File: config.mk
export PLATFORM = sky130hd
export DESIGN_NAME = bus_cycle_seq
export DESIGN_NICKNAME = d
export VERILOG_FILES = /design/src/rtl/bcs_pkg.sv /design/src/rtl/bcs_fsm.sv /design/src/rtl/bcs_latch.sv /design/src/rtl/bcs_pins.sv /design/src/rtl/bus_cycle_seq.sv
export SDC_FILE = /design/constraint.sdc
export NUM_CORES = 1
export LEC_CHECK = 0
export BUFFER_PORTS_ARGS = -buffer_cell sky130_fd_sc_hd__buf_2
export CORE_MARGIN = 10
export CORE_UTILIZATION = 48
export CTS_CLUSTER_DIAMETER = 200
export DETAILED_ROUTE_END_ITERATION = 8
export MAX_ROUTING_LAYER = met4
export PLACE_DENSITY = 0.79
export SYNTH_ARGS = -nofsm -noshare
export SYNTH_HDL_FRONTEND = slang
export SYNTH_SLANG_ARGS = --single-unit
export TNS_END_PERCENT = 50
File: constraint.sdc
create_clock -name clk -period 1.8 [get_ports clk]
set_input_delay 0.18 -clock clk [delete_from_list [all_inputs] [get_ports clk]]
set_output_delay 0.18 -clock clk [all_outputs]
set_load 0.05 [all_outputs]
File: src/rtl/bcs_pkg.sv
package bcs_pkg;

    // Transaction kind: bit 1 selects port space, bit 0 selects write
    typedef enum logic [1:0] {
        KIND_MEM_RD = 2'b00,
        KIND_MEM_WR = 2'b01,
        KIND_IO_RD  = 2'b10,
        KIND_IO_WR  = 2'b11
    } kind_e;

    // Clock states of a transaction
    typedef enum logic [2:0] {
        ST_IDLE = 3'd0,
        ST_T1   = 3'd1,
        ST_T2   = 3'd2,
        ST_T3   = 3'd3,
        ST_TW   = 3'd4,
        ST_T4   = 3'd5
    } tstate_e;

    function automatic logic kind_is_write(input logic [1:0] k);
        return k[0];
    endfunction

    function automatic logic kind_is_io(input logic [1:0] k);
        return k[1];
    endfunction

endpackage

File: src/rtl/bcs_fsm.sv
module bcs_fsm
    import bcs_pkg::*;
(
    input  logic    clk,
    input  logic    rst_n,
    input  logic    req_valid,
    input  logic    bus_ready,
    output tstate_e state_q,
    output logic    req_take,
    output logic    rdy_edge
);

    typedef struct packed {
        tstate_e st;
    } fsm_t;

    fsm_t fsm_d, fsm_q;

    always_comb begin
        fsm_d    = fsm_q;
        req_take = 1'b0;
        rdy_edge = 1'b0;
        case (fsm_q.st)
            ST_IDLE: begin
                if (req_valid) begin
                    req_take  = 1'b1;
                    fsm_d.st  = ST_T1;
                end
            end
            ST_T1: fsm_d.st = ST_T2;
            ST_T2: fsm_d.st = ST_T3;
            ST_T3, ST_TW: begin
                if (bus_ready) begin
                    rdy_edge = 1'b1;
                    fsm_d.st = ST_T4;
                end else begin
                    fsm_d.st = ST_TW;
                end
            end
            ST_T4: begin
                if (req_valid) begin
                    req_take = 1'b1;
                    fsm_d.st = ST_T1;
                end else begin
                    fsm_d.st = ST_IDLE;
                end
            end
            default: fsm_d.st = ST_IDLE;
        endcase
    end

    always_ff @(posedge clk or negedge rst_n) begin
        if (!rst_n) begin
            fsm_q <= '{st: ST_IDLE};
        end else begin
            fsm_q <= fsm_d;
        end
    end

    assign state_q = fsm_q.st;


    idle_start_chk: assert property (@(posedge clk) disable iff (!rst_n)
        (state_q == ST_IDLE && req_valid) |=> (state_q == ST_T1));


    chain_start_chk: assert property (@(posedge clk) disable iff (!rst_n)
        (state_q == ST_T4 && req_valid) |=> (state_q == ST_T1));


    t1_to_t2_chk: assert property (@(posedge clk) disable iff (!rst_n)
        (state_q == ST_T1) |=> (state_q == ST_T2));


    t2_to_t3_chk: assert property (@(posedge clk) disable iff (!rst_n)
        (state_q == ST_T2) |=> (state_q == ST_T3));


    wait_insert_chk: assert property (@(posedge clk) disable iff (!rst_n)
        ((state_q == ST_T3 || state_q == ST_TW) && !bus_ready) |=> (state_q == ST_TW));


    wait_exit_chk: assert property (@(posedge clk) disable iff (!rst_n)
        ((state_q == ST_T3 || state_q == ST_TW) && bus_ready) |=> (state_q == ST_T4));

endmodule

File: src/rtl/bcs_latch.sv
module bcs_latch #(
    parameter int ADDR_W    = 20,
    parameter int DATA_W    = 16,
    parameter int IO_ADDR_W = 16
) (
    input  logic              clk,
    input  logic              rst_n,
    input  logic              req_take,
    input  logic [1:0]        req_kind,
    input  logic [ADDR_W-1:0] req_addr,
    input  logic [DATA_W-1:0] req_wdata,
    input  logic              rdy_edge,
    input  logic [DATA_W-1:0] bus_rdata,
    output logic [1:0]        kind_q,
    output logic [ADDR_W-1:0] addr_q,
    output logic [DATA_W-1:0] wdata_q,
    output logic [DATA_W-1:0] rdata_q
);

    import bcs_pkg::*;

    localparam logic [ADDR_W-1:0] IO_MASK = {ADDR_W{1'b1}} >> (ADDR_W - IO_ADDR_W);

    typedef struct packed {
        logic [1:0]        kind;
        logic [ADDR_W-1:0] addr;
        logic [DATA_W-1:0] wdata;
        logic [DATA_W-1:0] rdata;
    } lat_t;

    lat_t lat_d, lat_q;

    always_comb begin
        lat_d = lat_q;
        if (req_take) begin
            lat_d.kind  = req_kind;
            lat_d.addr  = kind_is_io(req_kind) ? (req_addr & IO_MASK) : req_addr;
            lat_d.wdata = req_wdata;
        end
        if (rdy_edge && !kind_is_write(lat_q.kind)) begin
            lat_d.rdata = bus_rdata;
        end
    end

    always_ff @(posedge clk or negedge rst_n) begin
        if (!rst_n) begin
            lat_q <= '0;
        end else begin
            lat_q <= lat_d;
        end
    end

    assign kind_q  = lat_q.kind;
    assign addr_q  = lat_q.addr;
    assign wdata_q = lat_q.wdata;
    assign rdata_q = lat_q.rdata;


    latch_hold_chk: assert property (@(posedge clk) disable iff (!rst_n)
        !req_take |=> ($stable(addr_q) && $stable(kind_q) && $stable(wdata_q)));

endmodule

File: src/rtl/bcs_pins.sv
module bcs_pins #(
    parameter int ADDR_W = 20,
    parameter int DATA_W = 16
) (
    input  logic              clk,
    input  logic              rst_n,
    input  bcs_pkg::tstate_e  state_q,
    input  logic [1:0]        kind_q,
    input  logic [ADDR_W-1:0] addr_q,
    input  logic [DATA_W-1:0] wdata_q,
    output logic              bus_ale,
    output logic [ADDR_W-1:0] bus_addr,
    output logic              bus_io,
    output logic              bus_rd_n,
    output logic              bus_wr_n,
    output logic [DATA_W-1:0] bus_wdata,
    output logic              bus_wdata_oe,
    output logic              rsp_done
);

    import bcs_pkg::*;

    logic in_cycle;
    logic strobe_ph;

    always_comb begin
        in_cycle     = (state_q != ST_IDLE);
        strobe_ph    = (state_q == ST_T2) || (state_q == ST_T3) || (state_q == ST_TW);
        bus_ale      = (state_q == ST_T1);
        bus_addr     = in_cycle ? addr_q : '0;
        bus_io       = in_cycle && kind_is_io(kind_q);
        bus_rd_n     = !(strobe_ph && !kind_is_write(kind_q));
        bus_wr_n     = !(strobe_ph && kind_is_write(kind_q));
        bus_wdata_oe = strobe_ph && kind_is_write(kind_q);
        bus_wdata    = bus_wdata_oe ? wdata_q : '0;
        rsp_done     = (state_q == ST_T4);
    end


    strobe_excl_chk: assert property (@(posedge clk) disable iff (!rst_n)
        !(!bus_rd_n && !bus_wr_n));


    ale_quiet_chk: assert property (@(posedge clk) disable iff (!rst_n)
        bus_ale |-> (bus_rd_n && bus_wr_n));

endmodule

File: src/rtl/bus_cycle_seq.sv
module bus_cycle_seq #(
    parameter int ADDR_W    = 20,
    parameter int DATA_W    = 16,
    parameter int IO_ADDR_W = 16
) (
    input  logic              clk,
    input  logic              rst_n,
    input  logic              req_valid,
    input  logic [1:0]        req_kind,
    input  logic [ADDR_W-1:0] req_addr,
    input  logic [DATA_W-1:0] req_wdata,
    output logic              req_take,
    input  logic              bus_ready,
    input  logic [DATA_W-1:0] bus_rdata,
    output logic              bus_ale,
    output logic [ADDR_W-1:0] bus_addr,
    output logic              bus_io,
    output logic              bus_rd_n,
    output logic              bus_wr_n,
    output logic [DATA_W-1:0] bus_wdata,
    output logic              bus_wdata_oe,
    output logic [DATA_W-1:0] rsp_rdata,
    output logic              rsp_done
);

    import bcs_pkg::*;

    tstate_e           state_q;
    logic              rdy_edge;
    logic [1:0]        kind_q;
    logic [ADDR_W-1:0] addr_q;
    logic [DATA_W-1:0] wdata_q;

    bcs_fsm i_fsm (
        .clk       (clk),
        .rst_n     (rst_n),
        .req_valid (req_valid),
        .bus_ready (bus_ready),
        .state_q   (state_q),
        .req_take  (req_take),
        .rdy_edge  (rdy_edge)
    );

    bcs_latch #(
        .ADDR_W    (ADDR_W),
        .DATA_W    (DATA_W),
        .IO_ADDR_W (IO_ADDR_W)
    ) i_latch (
        .clk       (clk),
        .rst_n     (rst_n),
        .req_take  (req_take),
        .req_kind  (req_kind),
        .req_addr  (req_addr),
        .req_wdata (req_wdata),
        .rdy_edge  (rdy_edge),
        .bus_rdata (bus_rdata),
        .kind_q    (kind_q),
        .addr_q    (addr_q),
        .wdata_q   (wdata_q),
        .rdata_q   (rsp_rdata)
    );

    bcs_pins #(
        .ADDR_W (ADDR_W),
        .DATA_W (DATA_W)
    ) i_pins (
        .clk          (clk),
        .rst_n        (rst_n),
        .state_q      (state_q),
        .kind_q       (kind_q),
        .addr_q       (addr_q),
        .wdata_q      (wdata_q),
        .bus_ale      (bus_ale),
        .bus_addr     (bus_addr),
        .bus_io       (bus_io),
        .bus_rd_n     (bus_rd_n),
        .bus_wr_n     (bus_wr_n),
        .bus_wdata    (bus_wdata),
        .bus_wdata_oe (bus_wdata_oe),
        .rsp_done     (rsp_done)
    );


    io_addr_range_chk: assert property (@(posedge clk) disable iff (!rst_n)
        (bus_ale && bus_io) |-> ((bus_addr >> IO_ADDR_W) == '0));


    rdata_hold_chk: assert property (@(posedge clk) disable iff (!rst_n)
        !$stable(rsp_rdata) |-> rsp_done);


    done_single_chk: assert property (@(posedge clk) disable iff (!rst_n)
        rsp_done |=> !rsp_done);

endmodule

==> results of run 1 <==
==> worst max-delay path, stage by stage, from the launching register on <==
cell and delay, ns:
dfrtp_1 0.39, or3b_4 0.42, a21boi_4 0.16, buf_12 0.16
and2_4 0.15, buf_6 0.15
==> routing by layer <==
layer	share of wire	track usage
met5	0	-
met1	0.39	0.183
met4	0.0055	0.0570
met3	0.090	0.0647
met2	0.51	0.265
==> cells by family after synthesis <==
kind of cell	after synthesis	share of synthesized area
AO/OA/AOI/OAI	38	0.136
XOR/XNOR	2	0.00608
buffers and inverters	40	0.0669
flip-flops	57	0.495
multiplexers	39	0.152
AND/OR/NAND/NOR	69	0.144
==> state kept, by name (all words and copies together), names as in the netlist <==
register and cells:
i_fsm.state_q 3, i_latch.addr_q 20, i_latch.wdata_q 16, i_latch.kind_q 2, i_latch.rdata_q 16
==> cell usage in the layout (no fill, tap or decap), types with 9 or more instances in the layout <==
master    netlist  routed
buf_8           0      11
mux2_2         36      36
clkbuf_8        0      10
a221oi_2        9       9
and2_4          0      12
buf_4           4      15
nor2b_1        25      25
dfrtp_1        57      57
buf_6           3      17
o32ai_1        16      16
buf_2           4      89
inv_1          18      18
nor3_1         17      16
==> layout make-up <==
type / count / share of cell area
multi-input combinational: 148 / 0.314
clock buffer: 11 / 0.0337
sequential: 57 / 0.339
tap: 75 / 0.0223
clock inverter: 5 / 0.0131
timing repair buffer: 142 / 0.261
inverter: 18 / 0.0161
==> stage by stage <==
step	TNS [ns]	hold WS, ns
after detailed placement	0	0.205
after CTS	-3.19	0.0651
final	-3.14	0.0753
after floorplan	-0.0620	-0.116
after global placement	0	0.207
after global routing	-7.38	0.0624
==> how the worst max path moves through the flow <==
stage | startpoint | cells past startpoint | end | slack (ns)
2_1_floorplan | i_fsm.state_q[1] | 4 | bus_wdata[15] | -0.008
3_5_place_dp | i_fsm.state_q[2] | 5 | bus_wdata[9] | 0.09
5_1_grt | i_fsm.state_q[1] | 5 | bus_wdata[3] | -0.20
6_report | i_fsm.state_q[1] | 5 | bus_wdata[2] | -0.14
4_1_cts | i_fsm.state_q[1] | 5 | bus_wdata[5] | -0.14
3_3_place_gp | i_fsm.state_q[0] | 5 | bus_wdata[0] | 0.13
==> timing repair <==
item | CTS | global route
hold buffers | 1 | 0
buffers inserted | 6 | 3
cloned | 0 | 1
hold endpoints to repair | 57 | 0
resized for setup | 54 | 32
pin swaps | 3 | 3
setup endpoints to repair | 42 | 62
==> results.ini, run 1 <==
[die]
start_util = 0.489
num_rows = 28
dieArea_um2 = 9500
io_pins = 117
die_y_um = 97.5
fp.coreArea_um2 = 5890
die_w_um = 97.5

[critical_path]
cp_data_arrival_time_ns = 1.76
r2r-end = i_latch.addr_q[6]
reg2reg_from = i_fsm.state_q[0]
crit_path_start_kind = flop
required_ns = 1.62
critPathKind = flop to output port
end_kind = output port
rr_worst_depth = 6
cp_max_fo = 18
rrSetupSlack_ns = 0

[synth]
synth_top_cell_by_area = dfrtp_1
yosys_warnings = 0
synth_edf_count = 0
synth_area_leaders = dfrtp_1 (50%), mux2_2 (14%), nor2b_1 (5.4%), o32ai_1 (4.9%), a221oi_2 (4.7%)
ys_seq_elements = 57
synthDistinctLibCells = 28
synth_ff_type = dfrtp_1
synth_common_cells = dfrtp_1 (57), mux2_2 (36), nor2b_1 (25), inv_1 (18), nor3_1 (17)
yosysMostFrequentCell = dfrtp_1
async_reset_ff_frac = 1.00
syn_area_per_cell_um2 = 11.8
postSynthCellCount = 245
postSynthNetCount = 303
synth_top_area_share = 0.495
synthesis.area_um2 = 2880
ys_seq_area_frac = 0.495

[clock_tree]
cts_sinks = 57
clock-root-buffer = clkbuf_8
cts.htree.levels = 3
clk_transition_reported_paths_ns = 0.07
cts_tree = built
clk_latency_ns = 0.33
clk_path_buf_depth = 2
cts_buffers = 9

[global_route]
grt_max_degree = 58
grt_usage = 0.165
grt_pass1_wl_um = 12700
grt_pass1_vias = 2648
antenna_found_initial = 0
overflow = 0

[status]
violations = setup timing
outcome = complete, but fails checks

[placement]
dp.cells = 429
placed_area_um2 = 3640
port_buffers = 116
gp_congestion = 0.790
dp_slack_ns = 0.0882
place_hpwl_um = 5630

[finish]
seq_area_um2 = 1430
instances_no_fill = 456
fill_cells = 422
layout-drive-gt1-share = 0.577
area_growth_pct = 45.9
multi_input_area_um2 = 1320
finalNetCount = 434
post-route-util = 0.714
diodes = 0
design_area_um2 = 4200

[routing]
wl_per_cell_um = 17.6
drt_iter0_markers = 111
vias = 2442
dr.pass1.iters = 4
wl_um = 8010
drt-vias-per-instance = 5.36
post-route-drc-count = 0
ant_nets = 0

[timing]
max_freq_mhz = 516
setup_ws_ns = -0.136
maxSlewHeadroom = 0.781
max_slew.worst_pin.slew_ns = 0.327
setup_viol = 36
finalMaxSlewViolations = 0
rsz0062_at_grt = yes
finalCriticalPeriod_ns = 1.94
fin_skew_ns = 0.00487
period_share = 1.08
hold_viol_final = 0

[job]
maxCapViolCount = 0

[hold_path]
hold_path_class = input port to flop
worstHoldStart = req_wdata[9]
hold_path_depth = 2
hold_end = i_latch.wdata_q[9]

Power of run 1 is left out: the tool's default activity adds up to more than one toggle a clock period on the data nets, which glitch-free logic cannot reach.
==> run 2: changes to the inputs <==
==> constraint.sdc (replaced) <==
create_clock -name clk -period 2.2 [get_ports clk]
set_input_delay 0.22 -clock clk [delete_from_list [all_inputs] [get_ports clk]]
set_output_delay 0.22 -clock clk [all_outputs]
set_load 0.05 [all_outputs]
==> results.ini, run 2 (synthesized netlist as in run 1, its figures left out) <==
[timing]
period_share = 0.974
setup_viol = 0  ; -100%
finalCriticalPeriod_ns = 2.14
setup_ws_ns = 0.0568  ; +0.193 ns
fin_skew_ns = 0.00434  ; -0.000532 ns
hold_ws_ns = 0.100  ; +0.0248 ns
finalMaxSlewViolations = 0  ; unchanged
max_slew.worst_pin.slew_ns = 0.723  ; +0.396 ns
maxSlewHeadroom = 0.518  ; -0.263
max_freq_mhz = 467
hold_viol_final = 0  ; unchanged

[hold_path]
hold_path_class = input port to flop
hold_path_depth = 2  ; unchanged
hold_end = i_latch.wdata_q[2]
worstHoldStart = req_wdata[2]

[finish]
layout_common_cells = buf_2 (101), dfrtp_1 (56), mux2_2 (36), nor2b_1 (25), inv_1 (18)
diodes = 0  ; unchanged
area_growth_pct = 32.9
largest_register_ff_count = 20  ; unchanged
instances_no_fill = 442  ; -3.1%
finalNetCount = 420  ; -3.2%
mostFrequentLayoutCell = buf_2
layout-drive-gt1-share = 0.526  ; -0.0515
fill_cells = 473  ; +12%

[die]
io_pins = 117  ; unchanged
die_w_um = 97.5  ; unchanged
die_y_um = 97.5  ; unchanged
num_rows = 28  ; unchanged
dieArea_um2 = 9500  ; unchanged
fp.coreArea_um2 = 5890  ; unchanged
start_util = 0.489  ; unchanged

[clock_tree]
cts.htree.levels = 3  ; unchanged
clk_path_buf_depth = 2  ; unchanged
cts_tree = built
cts_buffers = 9  ; unchanged
clock-root-buffer = clkbuf_8
clk_transition_reported_paths_ns = 0.07  ; about the same
cts_sinks = 57  ; unchanged
clk_latency_ns = 0.33  ; about the same

[job]
maxCapViolCount = 0  ; unchanged

[routing]
drt-vias-per-instance = 5.39  ; +0.59%
dr.pass1.iters = 5  ; +1
ant_nets = 0  ; unchanged
post-route-drc-count = 0  ; unchanged
wl_per_cell_um = 17.0  ; -3.1%
drt_iter0_markers = 84  ; -24%
vias = 2381  ; -2.5%
wl_um = 7530  ; -6.1%

[global_route]
grt_max_degree = 39  ; -33%
overflow = 0  ; unchanged
grt_pass1_vias = 2528  ; -4.5%
grt_pass1_wl_um = 12000  ; -4.9%
grt_usage = 0.157  ; -0.00793
antenna_found_initial = 0  ; unchanged

[placement]
gp_congestion = 0.763  ; -3.4%
place_hpwl_um = 5580  ; -0.88%
dp_slack_ns = 0.240  ; +0.152 ns
dp.cells = 424  ; -1.2%
port_buffers = 116  ; unchanged

[critical_path]
reg2reg_from = i_fsm.state_q[2]
rr_worst_depth = 3  ; -3
crit_path_start_kind = flop
critPathKind = flop to output port
end_kind = output port
required_ns = 1.98  ; +0.36 ns
cp_max_fo = 18  ; unchanged
cp_data_arrival_time_ns = 1.92  ; +0.16 ns
r2r-end = i_latch.rdata_q[3]
rrSetupSlack_ns = 0.47  ; +0.47 ns

[status]
outcome = completed

## run 2: worst max-delay path by stage
stage               endpoint             start  slack (ns)  depth (start not counted)
4_1_cts        bus_wdata[10]  i_fsm.state_q[2]        0.05                          5
6_report       bus_wdata[12]  i_fsm.state_q[2]        0.06                          5
3_3_place_gp    bus_wdata[5]  i_fsm.state_q[2]        0.32                          4
5_1_grt         bus_wdata[7]  i_fsm.state_q[2]       -0.01                          5
2_1_floorplan  bus_wdata[10]  i_fsm.state_q[0]        0.12                          6
3_5_place_dp   bus_wdata[10]  i_fsm.state_q[2]        0.24                          4
## run 2: timing repair
action	in CTS	in global routing
hold buffers	1	0
pin swaps	1	0
endpoints found under the setup margin	17	15
endpoints found under the hold margin	25	0
resized for setup	1	15
gates cloned	0	0
setup buffers	1	0
## run 2: critical path: stages (launching register included)
cell and delay, ns:
dfrtp_2 0.46, or3b_1 0.43, a21boi_4 0.17, buf_12 0.14
and2_1 0.12, buf_2 0.26
## run 2: area by class of cell
| cell class | instances | area (µm²) | area share |
|---|---|---|---|
| Clock buffer | 9 | 124 | 0.0324 |
| Clock inverter | 7 | 95.1 | 0.0248 |
| Inverter | 18 | 67.6 | 0.0176 |
| Multi-Input combinational cell | 148 | 1270 | 0.332 |
| Sequential cell | 57 | 1430 | 0.373 |
| Tap cell | 75 | 93.8 | 0.0245 |
| Timing Repair Buffer | 128 | 748 | 0.195 |
## run 2: stage by stage
stage          TNS, ns  instance area, µm²  utilization
6_report             0                3830        0.651
5_1_grt        -0.0228                3830        0.651
4_1_cts              0                3790        0.644
3_5_place_dp         0                3540        0.602
3_3_place_gp         0                3540        0.602
2_1_floorplan        0                2880            -
## run 2: routing by layer
metal / wire length [µm] / up-vias / track usage
met3: 533 / 11 / 0.0512
met2: 3720 / 96 / 0.254
met1: 3160 / 1168 / 0.178
li1: - / 1106 / -
met4: 109 / 0 / 0.0582
met5: 0 / - / -
Power of run 2 is left out for the same reason.
